===== config.mk =====
export PLATFORM = sky130hd
export DESIGN_NAME = unaligned_load_merge
export DESIGN_NICKNAME = d
export VERILOG_FILES = /design/src/rtl/ulm_pkg.sv /design/src/rtl/ulm_lane_ctrl.sv /design/src/rtl/ulm_aligner.sv /design/src/rtl/ulm_merge.sv /design/src/rtl/unaligned_load_merge.sv
export SDC_FILE = /design/constraint.sdc
export NUM_CORES = 1
export LEC_CHECK = 0
export ABC_AREA = 1
export BUFFER_PORTS_ARGS = -buffer_cell sky130_fd_sc_hd__buf_2
export CAP_MARGIN = 30
export CORE_ASPECT_RATIO = 1.2
export CORE_MARGIN = 5
export CORE_UTILIZATION = 45
export CTS_CLUSTER_DIAMETER = 30
export DETAILED_ROUTE_END_ITERATION = 10
export PLACE_DENSITY = 0.74
export SYNTH_ARGS = -nofsm -noshare
export SYNTH_HDL_FRONTEND = slang
export SYNTH_SLANG_ARGS = --single-unit

===== constraint.sdc =====
create_clock -name clk_i -period 1.55 [get_ports clk_i]
set_input_delay 0.155 -clock clk_i [delete_from_list [all_inputs] [get_ports clk_i]]
set_output_delay 0.155 -clock clk_i [all_outputs]
set_load 0.03 [all_outputs]

===== src/rtl/ulm_pkg.sv =====
package ulm_pkg;
  localparam int unsigned LANE_W = 8;

  typedef enum logic {
    FILL_UPPER = 1'b0,
    FILL_LOWER = 1'b1
  } fill_dir_e;
endpackage


===== src/rtl/ulm_lane_ctrl.sv =====
module ulm_lane_ctrl
  import ulm_pkg::*;
#(
  parameter bit          BIG_ENDIAN = 1'b1,
  parameter int unsigned LANES      = 4,
  parameter int unsigned OFF_W      = $clog2(LANES)
) (
  input  fill_dir_e          dir_i,
  input  logic [OFF_W-1:0]   off_i,
  output logic               shl_o,
  output logic [OFF_W-1:0]   amt_o,
  output logic [LANES-1:0]   mask_o
);
  localparam logic [OFF_W-1:0] TOP = OFF_W'(LANES - 1);

  logic lower;
  assign lower = (dir_i == FILL_LOWER);
  assign shl_o = ~lower;

  // lane shift distance; endianness mirrors which offset end is anchored
  generate
    if (BIG_ENDIAN) begin : g_be
      assign amt_o = lower ? (TOP - off_i) : off_i;
    end else begin : g_le
      assign amt_o = lower ? off_i : (TOP - off_i);
    end
  endgenerate

  generate
    for (genvar j = 0; j < LANES; j++) begin : g_mask
      localparam logic [OFF_W-1:0] IDX = OFF_W'(j);
      assign mask_o[j] = shl_o ? (IDX >= amt_o) : (IDX <= (TOP - amt_o));
    end
  endgenerate
endmodule


===== src/rtl/ulm_aligner.sv =====
module ulm_aligner #(
  parameter int unsigned LANES  = 4,
  parameter int unsigned LANE_W = 8,
  parameter int unsigned OFF_W  = $clog2(LANES)
) (
  input  logic [LANES*LANE_W-1:0] word_i,
  input  logic                    shl_i,
  input  logic [OFF_W-1:0]        amt_i,
  output logic [LANES*LANE_W-1:0] data_o
);
  generate
    for (genvar j = 0; j < LANES; j++) begin : g_lane
      logic [LANE_W-1:0] up_c [LANES];
      logic [LANE_W-1:0] dn_c [LANES];
      for (genvar s = 0; s < LANES; s++) begin : g_src
        if (j >= s) begin : g_up
          assign up_c[s] = word_i[(j-s)*LANE_W +: LANE_W];
        end else begin : g_up0
          assign up_c[s] = '0;
        end
        if (j + s < LANES) begin : g_dn
          assign dn_c[s] = word_i[(j+s)*LANE_W +: LANE_W];
        end else begin : g_dn0
          assign dn_c[s] = '0;
        end
      end
      assign data_o[j*LANE_W +: LANE_W] = shl_i ? up_c[amt_i] : dn_c[amt_i];
    end
  endgenerate
endmodule


===== src/rtl/ulm_merge.sv =====
module ulm_merge #(
  parameter int unsigned LANES  = 4,
  parameter int unsigned LANE_W = 8
) (
  input  logic [LANES*LANE_W-1:0] new_i,
  input  logic [LANES*LANE_W-1:0] base_i,
  input  logic [LANES-1:0]        mask_i,
  output logic [LANES*LANE_W-1:0] data_o
);
  generate
    for (genvar j = 0; j < LANES; j++) begin : g_lane
      assign data_o[j*LANE_W +: LANE_W] =
        mask_i[j] ? new_i[j*LANE_W +: LANE_W] : base_i[j*LANE_W +: LANE_W];
    end
  endgenerate
endmodule


===== src/rtl/unaligned_load_merge.sv =====
module unaligned_load_merge
  import ulm_pkg::*;
#(
  parameter bit          BIG_ENDIAN = 1'b1,
  parameter int unsigned DATA_W     = 32,
  parameter int unsigned DST_W      = 5
) (
  input  logic                           clk_i,
  input  logic                           rst_ni,
  input  logic                           req_valid_i,
  input  logic                           req_dir_i,
  input  logic [$clog2(DATA_W/8)-1:0]    req_off_i,
  input  logic [DATA_W-1:0]              req_word_i,
  input  logic [DATA_W-1:0]              req_reg_i,
  input  logic [DST_W-1:0]               req_dst_i,
  output logic                           res_valid_o,
  output logic [DATA_W-1:0]              res_data_o,
  output logic [DATA_W/8-1:0]            res_mask_o,
  output logic [DST_W-1:0]               res_dst_o
);
  localparam int unsigned LANES = DATA_W / LANE_W;
  localparam int unsigned OFF_W = $clog2(LANES);

  logic               shl;
  logic [OFF_W-1:0]   amt;
  logic [LANES-1:0]   mask;
  logic [DATA_W-1:0]  aligned;
  logic [DATA_W-1:0]  base;
  logic [DATA_W-1:0]  merged;
  logic               fwd_hit;

  ulm_lane_ctrl #(
    .BIG_ENDIAN (BIG_ENDIAN),
    .LANES      (LANES),
    .OFF_W      (OFF_W)
  ) u_ctrl (
    .dir_i  (fill_dir_e'(req_dir_i)),
    .off_i  (req_off_i),
    .shl_o  (shl),
    .amt_o  (amt),
    .mask_o (mask)
  );

  ulm_aligner #(
    .LANES  (LANES),
    .LANE_W (LANE_W),
    .OFF_W  (OFF_W)
  ) u_align (
    .word_i (req_word_i),
    .shl_i  (shl),
    .amt_i  (amt),
    .data_o (aligned)
  );

  // forward the in-flight result when the destination repeats
  assign fwd_hit = res_valid_o && (res_dst_o == req_dst_i);
  assign base    = fwd_hit ? res_data_o : req_reg_i;

  ulm_merge #(
    .LANES  (LANES),
    .LANE_W (LANE_W)
  ) u_merge (
    .new_i  (aligned),
    .base_i (base),
    .mask_i (mask),
    .data_o (merged)
  );

  always_ff @(posedge clk_i or negedge rst_ni) begin
    if (!rst_ni) begin
      res_valid_o <= 1'b0;
      res_data_o  <= '0;
      res_mask_o  <= '0;
      res_dst_o   <= '0;
    end else begin
      res_valid_o <= req_valid_i;
      if (req_valid_i) begin
        res_data_o <= merged;
        res_mask_o <= mask;
        res_dst_o  <= req_dst_i;
      end
    end
  end
endmodule


Yosys cells after proc, flatten, opt, wreduce, memory -nomap -nowiden
Index checks and enable logic that the tools add are counted.
- bitwise gates (word level): 1
- magnitude comparators: 9
- multiplexer cells: 38
- reduce and logical (&&, ||, !) cells: 5
- eq/ne operators: 5
- add/subtract/negate cells: 2
- operators by type and width (operator ; count):
    8-bit two-way mux ; 24
    8-bit binary-select mux with 2-bit select ; 8
    32-bit two-way mux ; 1
    2-bit inequality test, second input constant ; 4
    2-bit AND reduction ; 4
    5-bit equality test ; 1
    1-bit by 2-bit greater-or-equal comparator with 1-bit output, first input constant ; 2
    2-bit greater-or-equal comparator, first input constant ; 2
    1-bit by 2-bit <= comparator with 1-bit output, first input constant ; 2
    2-bit <= comparator, first input constant ; 2
    1-bit two-way mux ; 4
    2-bit subtractor, first input constant ; 2
    3-bit greater-or-equal comparator, second input constant ; 1
    2-bit inverter with 3-bit output ; 1
    2-bit two-way mux ; 1
    1-bit logical AND ; 1
- bits of input ports: 75
- bits in registers: 42
- output and inout port bits: 42

Depth between registers and ports, before layout
- depth after elaboration: 8
- gate-level depth with buffers: 11
- gate-level depth less buffers: 9

By module
From an unflattened synthesis, not the netlist that was laid out.
- cells, all modules: 605
- area, all modules: 3853.7 µm²
- modules (own cells, without submodules) (module ; area an instance (µm²) ; times used ; cells each):
    unaligned_load_merge ; 2239.6 ; 1 ; 229
    ulm_aligner ; 1124.8 ; 1 ; 259
    ulm_merge ; 420.4 ; 1 ; 104
    ulm_lane_ctrl ; 68.8 ; 1 ; 13

Worst setup path after synthesis
No wires, ideal clock.
- path kind: flip-flop to flip-flop
- from: reg res_dst_o[0]
- to: reg res_data_o[10]
- setup slack: 0.025 ns
- clock period less this slack: 1.525 ns
- library setup time: 0.117 ns
- stages on the path, launching flop included: 10
- data arrival time: 1.408 ns
- data required time: 1.433 ns
- cells stage by stage: dfrtp_1 > inv_1 > nand2_1 > nand2_1 > nor2_1 > nand3_1 > nand2_2 > nand2_1 > nand2_1 > nand2_1
- longest elaborated chain between the ends: 4
- ends and longest elaborated chain (what ; RTL line ; RTL):
    start, declared ; unaligned_load_merge.sv:19 ; output logic [DST_W-1:0] res_dst_o
    start signal, assigned ; unaligned_load_merge.sv:80 ; res_dst_o <= req_dst_i;
    5-bit equality test ; unaligned_load_merge.sv:56 ; assign fwd_hit = res_valid_o && (res_dst_o == req_dst_i);
    1-bit logical AND ; unaligned_load_merge.sv:56 ;
    2-bit inequality test (no source line) ; -- ;
    2-bit AND reduction (no source line) ; -- ;
    end signal, assigned ; unaligned_load_merge.sv:78 ; res_data_o <= merged;
    end, declared ; unaligned_load_merge.sv:17 ; output logic [DATA_W-1:0] res_data_o,
No other way between the ends.
A chain may end at the register's enable or synchronous reset.

Final worst setup path
- from: reg res_dst_o[3]
- to: reg res_data_o[31]
Same word-level chain as after synthesis.

==> impl_results.rst <==
.. list-table::
   :header-rows: 1

   * - Metric
     - Value
   * - Result of the run
     - completed
   * - Worst Max-Slew Pin Slew
     - 0.795 ns
   * - Synthesized Nets
     - 596
   * - Critical path class
     - register to register
   * - WL per Instance
     - 15.4 microns
   * - Most used flip-flop cell after synthesis
     - dfrtp_1
   * - Worst path cell trace
     - nand2_1 > nand2_1 > nor2_1 > nand3_1 > nand2_4 > nand2_1 > nand2_1 > nand2_1
   * - Distinct cells, synth
     - 22
   * - Cell types with the largest area share after synthesis
     - dfrtp_1 33%, nand2_1 28%, nand3_1 19%
   * - Count of nets left with antenna violations after detail routing
     - 0
   * - Post-detailed-route via-to-cell ratio
     - 5.45
   * - CTS Root Cell
     - clkbuf_8
   * - Number of warnings reported in the yosys synthesis log
     - 0
   * - Achievable clock frequency
     - between 0.7 and 0.8 GHz
   * - Routed WL
     - 11,500 microns
   * - Period utilisation layout
     - between 80% and 90%
   * - Setup Skew
     - 0.00739 ns
   * - TritonCTS Buffers
     - 5
   * - Bufs on Longest Clock Path
     - 2
   * - DRC violations left
     - 0
   * - Maxcap violations
     - 0
   * - Number of buffer and inverter instances along the worst setup path
     - 0
   * - Aggregate global-route resource usage
     - 26.1%
   * - Length of the first detailed-routing pass in iterations
     - 6
   * - Dominant cell type by count on the critical path
     - nand2_1
   * - PwrDens
     - between 800 and 900 nW/um^2
   * - Total vias in the final route
     - 4,046
   * - Width of the chip
     - slightly below 90 microns
   * - CTS tree
     - done
   * - Highest net fanout along the worst path
     - 8
   * - WP data required
     - 1.76 ns
   * - Post-layout util
     - 60.6%
   * - Final Hold Vio Count
     - 0
   * - Type of the tightest min-delay check
     - input pin to register
   * - Number of standard cells after synthesis
     - between 500 and 600
   * - Number of primary I/O pins
     - between 100 and 150
   * - FFs w/ async S/R, synth
     - 100%
   * - Number of antenna violations at the first check in global routing
     - 0
   * - Final number of setup-violating endpoints
     - 0
   * - Design Area, Final
     - around 4200 sq um
   * - Die outline height
     - between 100 and 150 microns
   * - Via count of the first global-routing pass
     - slightly below 4,000
   * - Final count of pins violating max slew
     - 0
   * - Largest delay contributor family on the critical path
     - simple AND/OR/NAND/NOR gates
   * - Biggest area consumer among synthesized cells
     - dfrtp_1
   * - Count of nets after finishing
     - 730
   * - IR drop worst, VDD
     - 0.434 mV
   * - H-tree depth reported by CTS
     - 2
   * - Effective utilization at floorplan
     - a little under half
   * - Final GP Congestion
     - 0.960
   * - Critical Path Slowest Stage Cell
     - dfrtp_1
   * - Final global-route overflow total
     - 0
   * - Leakage
     - 2.39 nW
   * - Shortest period the worst path allows
     - around 1.4 ns
   * - Largest net degree at the start of global routing
     - 43
   * - Type of element capturing the critical path
     - register
   * - Setup crit start kind
     - register
   * - Iteration-0 DRC Markers
     - 368
   * - Antenna diodes
     - 0
   * - Clock transition at the registers of the reported paths
     - 0.09 ns
   * - Netlist Area Pre-Place
     - 3170 sq um
   * - Clk sink count
     - 42
   * - Global-route wire length before repair
     - around 18,000 microns
   * - Share of cells above drive strength 1
     - 27.3%
   * - Share of the yosys chip area belonging to registers
     - 33.2%
   * - Syn avg cell area
     - 6.08 sq um
   * - Die area
     - 8830 sq um
   * - Arrival time at the worst endpoint
     - approximately 1.6 ns
   * - Half-perimeter wire length of the detailed placement result
     - 9040 microns
   * - FF+latch count, synth
     - 42
   * - Max stage delay on crit path
     - 0.40 ns
   * - Post-Place Cell Area
     - 4040 sq um
   * - Number of enable-type register cells in the synthesized netlist
     - 0
   * - Worst rel slew slack
     - 47.0%
   * - Number of placement rows
     - 33
   * - Core Area
     - around 6900 sq um
   * - Layout overhead on the synthesized area
     - 31.0%
   * - Post-synth top area share
     - 33.2%
   * - Count of port buffers added during placement
     - 116
   * - Count of buffers added by post-CTS timing repair for setup
     - 0
   * - RSZ-0062 raised after global routing
     - false
   * - Clock network latency to the later pin of the worst-skew pair
     - 0.31 ns
[stage by stage]
step	cells	hold slack [ns]	setup slack (ns)	TNS (ns)	power (W)
after floorplan	521	-0.141	0.0246	0	0.00228
after global placement	734	0.248	-0.0186	-0.0633	0.00283
after detailed placement	734	0.269	-0.0545	-0.696	0.00286
after CTS	743	0.0868	0.00713	0	0.00363
after global routing	743	0.0981	0.0378	0	0.00382
final	743	0.0856	0.179	0	0.00362
[final timing paths]
kind / start / end / slack, ns / cells past startpoint
setup / recovery: res_dst_o[3] / res_data_o[31] / 0.18 / 8
setup reg to reg: res_dst_o[3] / res_data_o[31] / 0.18 / 8
min in group asynchronous: rst_ni / res_data_o[29] / 0.46 / 3
max in group asynchronous: rst_ni / res_data_o[6] / 0.69 / 3
hold reg to reg: res_data_o[1] / res_data_o[1] / 0.51 / 2
hold / removal: req_dst_i[2] / res_dst_o[2] / 0.09 / 3
[synthesized netlist by cell type, types with 2 or more instances]
cell type / n
buf_2: 11
inv_1: 24
dfrtp_1: 42
nor2_2: 4
nand4_1: 5
nand3_1: 123
o21ai_2: 2
o21ai_1: 11
buf_4: 3
nand2_4: 3
nand2_2: 2
nand2_1: 239
clkbuf_1: 8
buf_6: 2
inv_2: 5
a31oi_1: 3
a21oi_1: 6
o21ai_0: 14
nor2_1: 11
[placed cells by master (no fill, tap or decap)]
| master | count |
|---|---|
| a21oi_1 | 6 |
| a21oi_2 | 1 |
| a21oi_4 | 1 |
| a31oi_1 | 3 |
| buf_12 | 4 |
| buf_2 | 116 |
| buf_4 | 31 |
| clkbuf_8 | 6 |
| clkinv_2 | 1 |
| clkinvlp_4 | 1 |
| dfrtp_1 | 42 |
| dlygate4sd3_1 | 1 |
| inv_1 | 24 |
| inv_2 | 5 |
| nand2_1 | 237 |
| nand2_2 | 3 |
| nand2_4 | 4 |
| nand3_1 | 123 |
| nand4_1 | 5 |
| nor2_1 | 11 |
| nor2_2 | 4 |
| o21ai_0 | 14 |
| o21ai_1 | 11 |
| o21ai_2 | 2 |
[power by group]
group / switching (W) / internal (W)
registers: 0.0000863 / 0.00125
clock network: 0.000420 / 0.000359
logic: 0.00101 / 0.000499
[kinds of logic after synthesis]
| family | share of synthesized area, % |
|---|---|
| AO/OA/AOI/OAI | 6.83 |
| flip-flops | 33.2 |
| buffers and inverters | 7.70 |
| AND/OR/NAND/NOR | 52.3 |
[final cells by class]
class / count / area (sq um)
fillers: 727 / 2700
multi-input cells: 425 / 1880
flip-flops and latches: 42 / 1050
repair buffers: 152 / 903
inverters: 29 / 109
well taps: 87 / 109
clock buffers: 6 / 82.6
clock inverters: 2 / 12.5
[worst min-delay path, stage by stage]
cell and delay (ns):
buf_2 0.10, nand2_1 0.04, o21ai_0 0.06
[flip-flops by register name, indices dropped and copies added, names as in the netlist]
name	cells
res_data_o	32
res_dst_o	5
res_mask_o	4
res_valid_o	1
[routing by layer]
metal / vias to the layer above / GRT usage [%] / routed length [microns]
met5: - / 0 / 0
met4: 0 / 11.9 / 432
met3: 42 / 4.11 / 945
met2: 193 / 42.7 / 5380
met1: 1848 / 33.9 / 4700
li1: 1963 / - / -
[what timing repair did]
action | CTS | global route
endpoints found under the setup margin | 0 | 20
hold buffers | 1 | 0
endpoints found under the hold margin | 42 | 0
resized for setup | 0 | 3
Power figures use the tool's default switching activity.
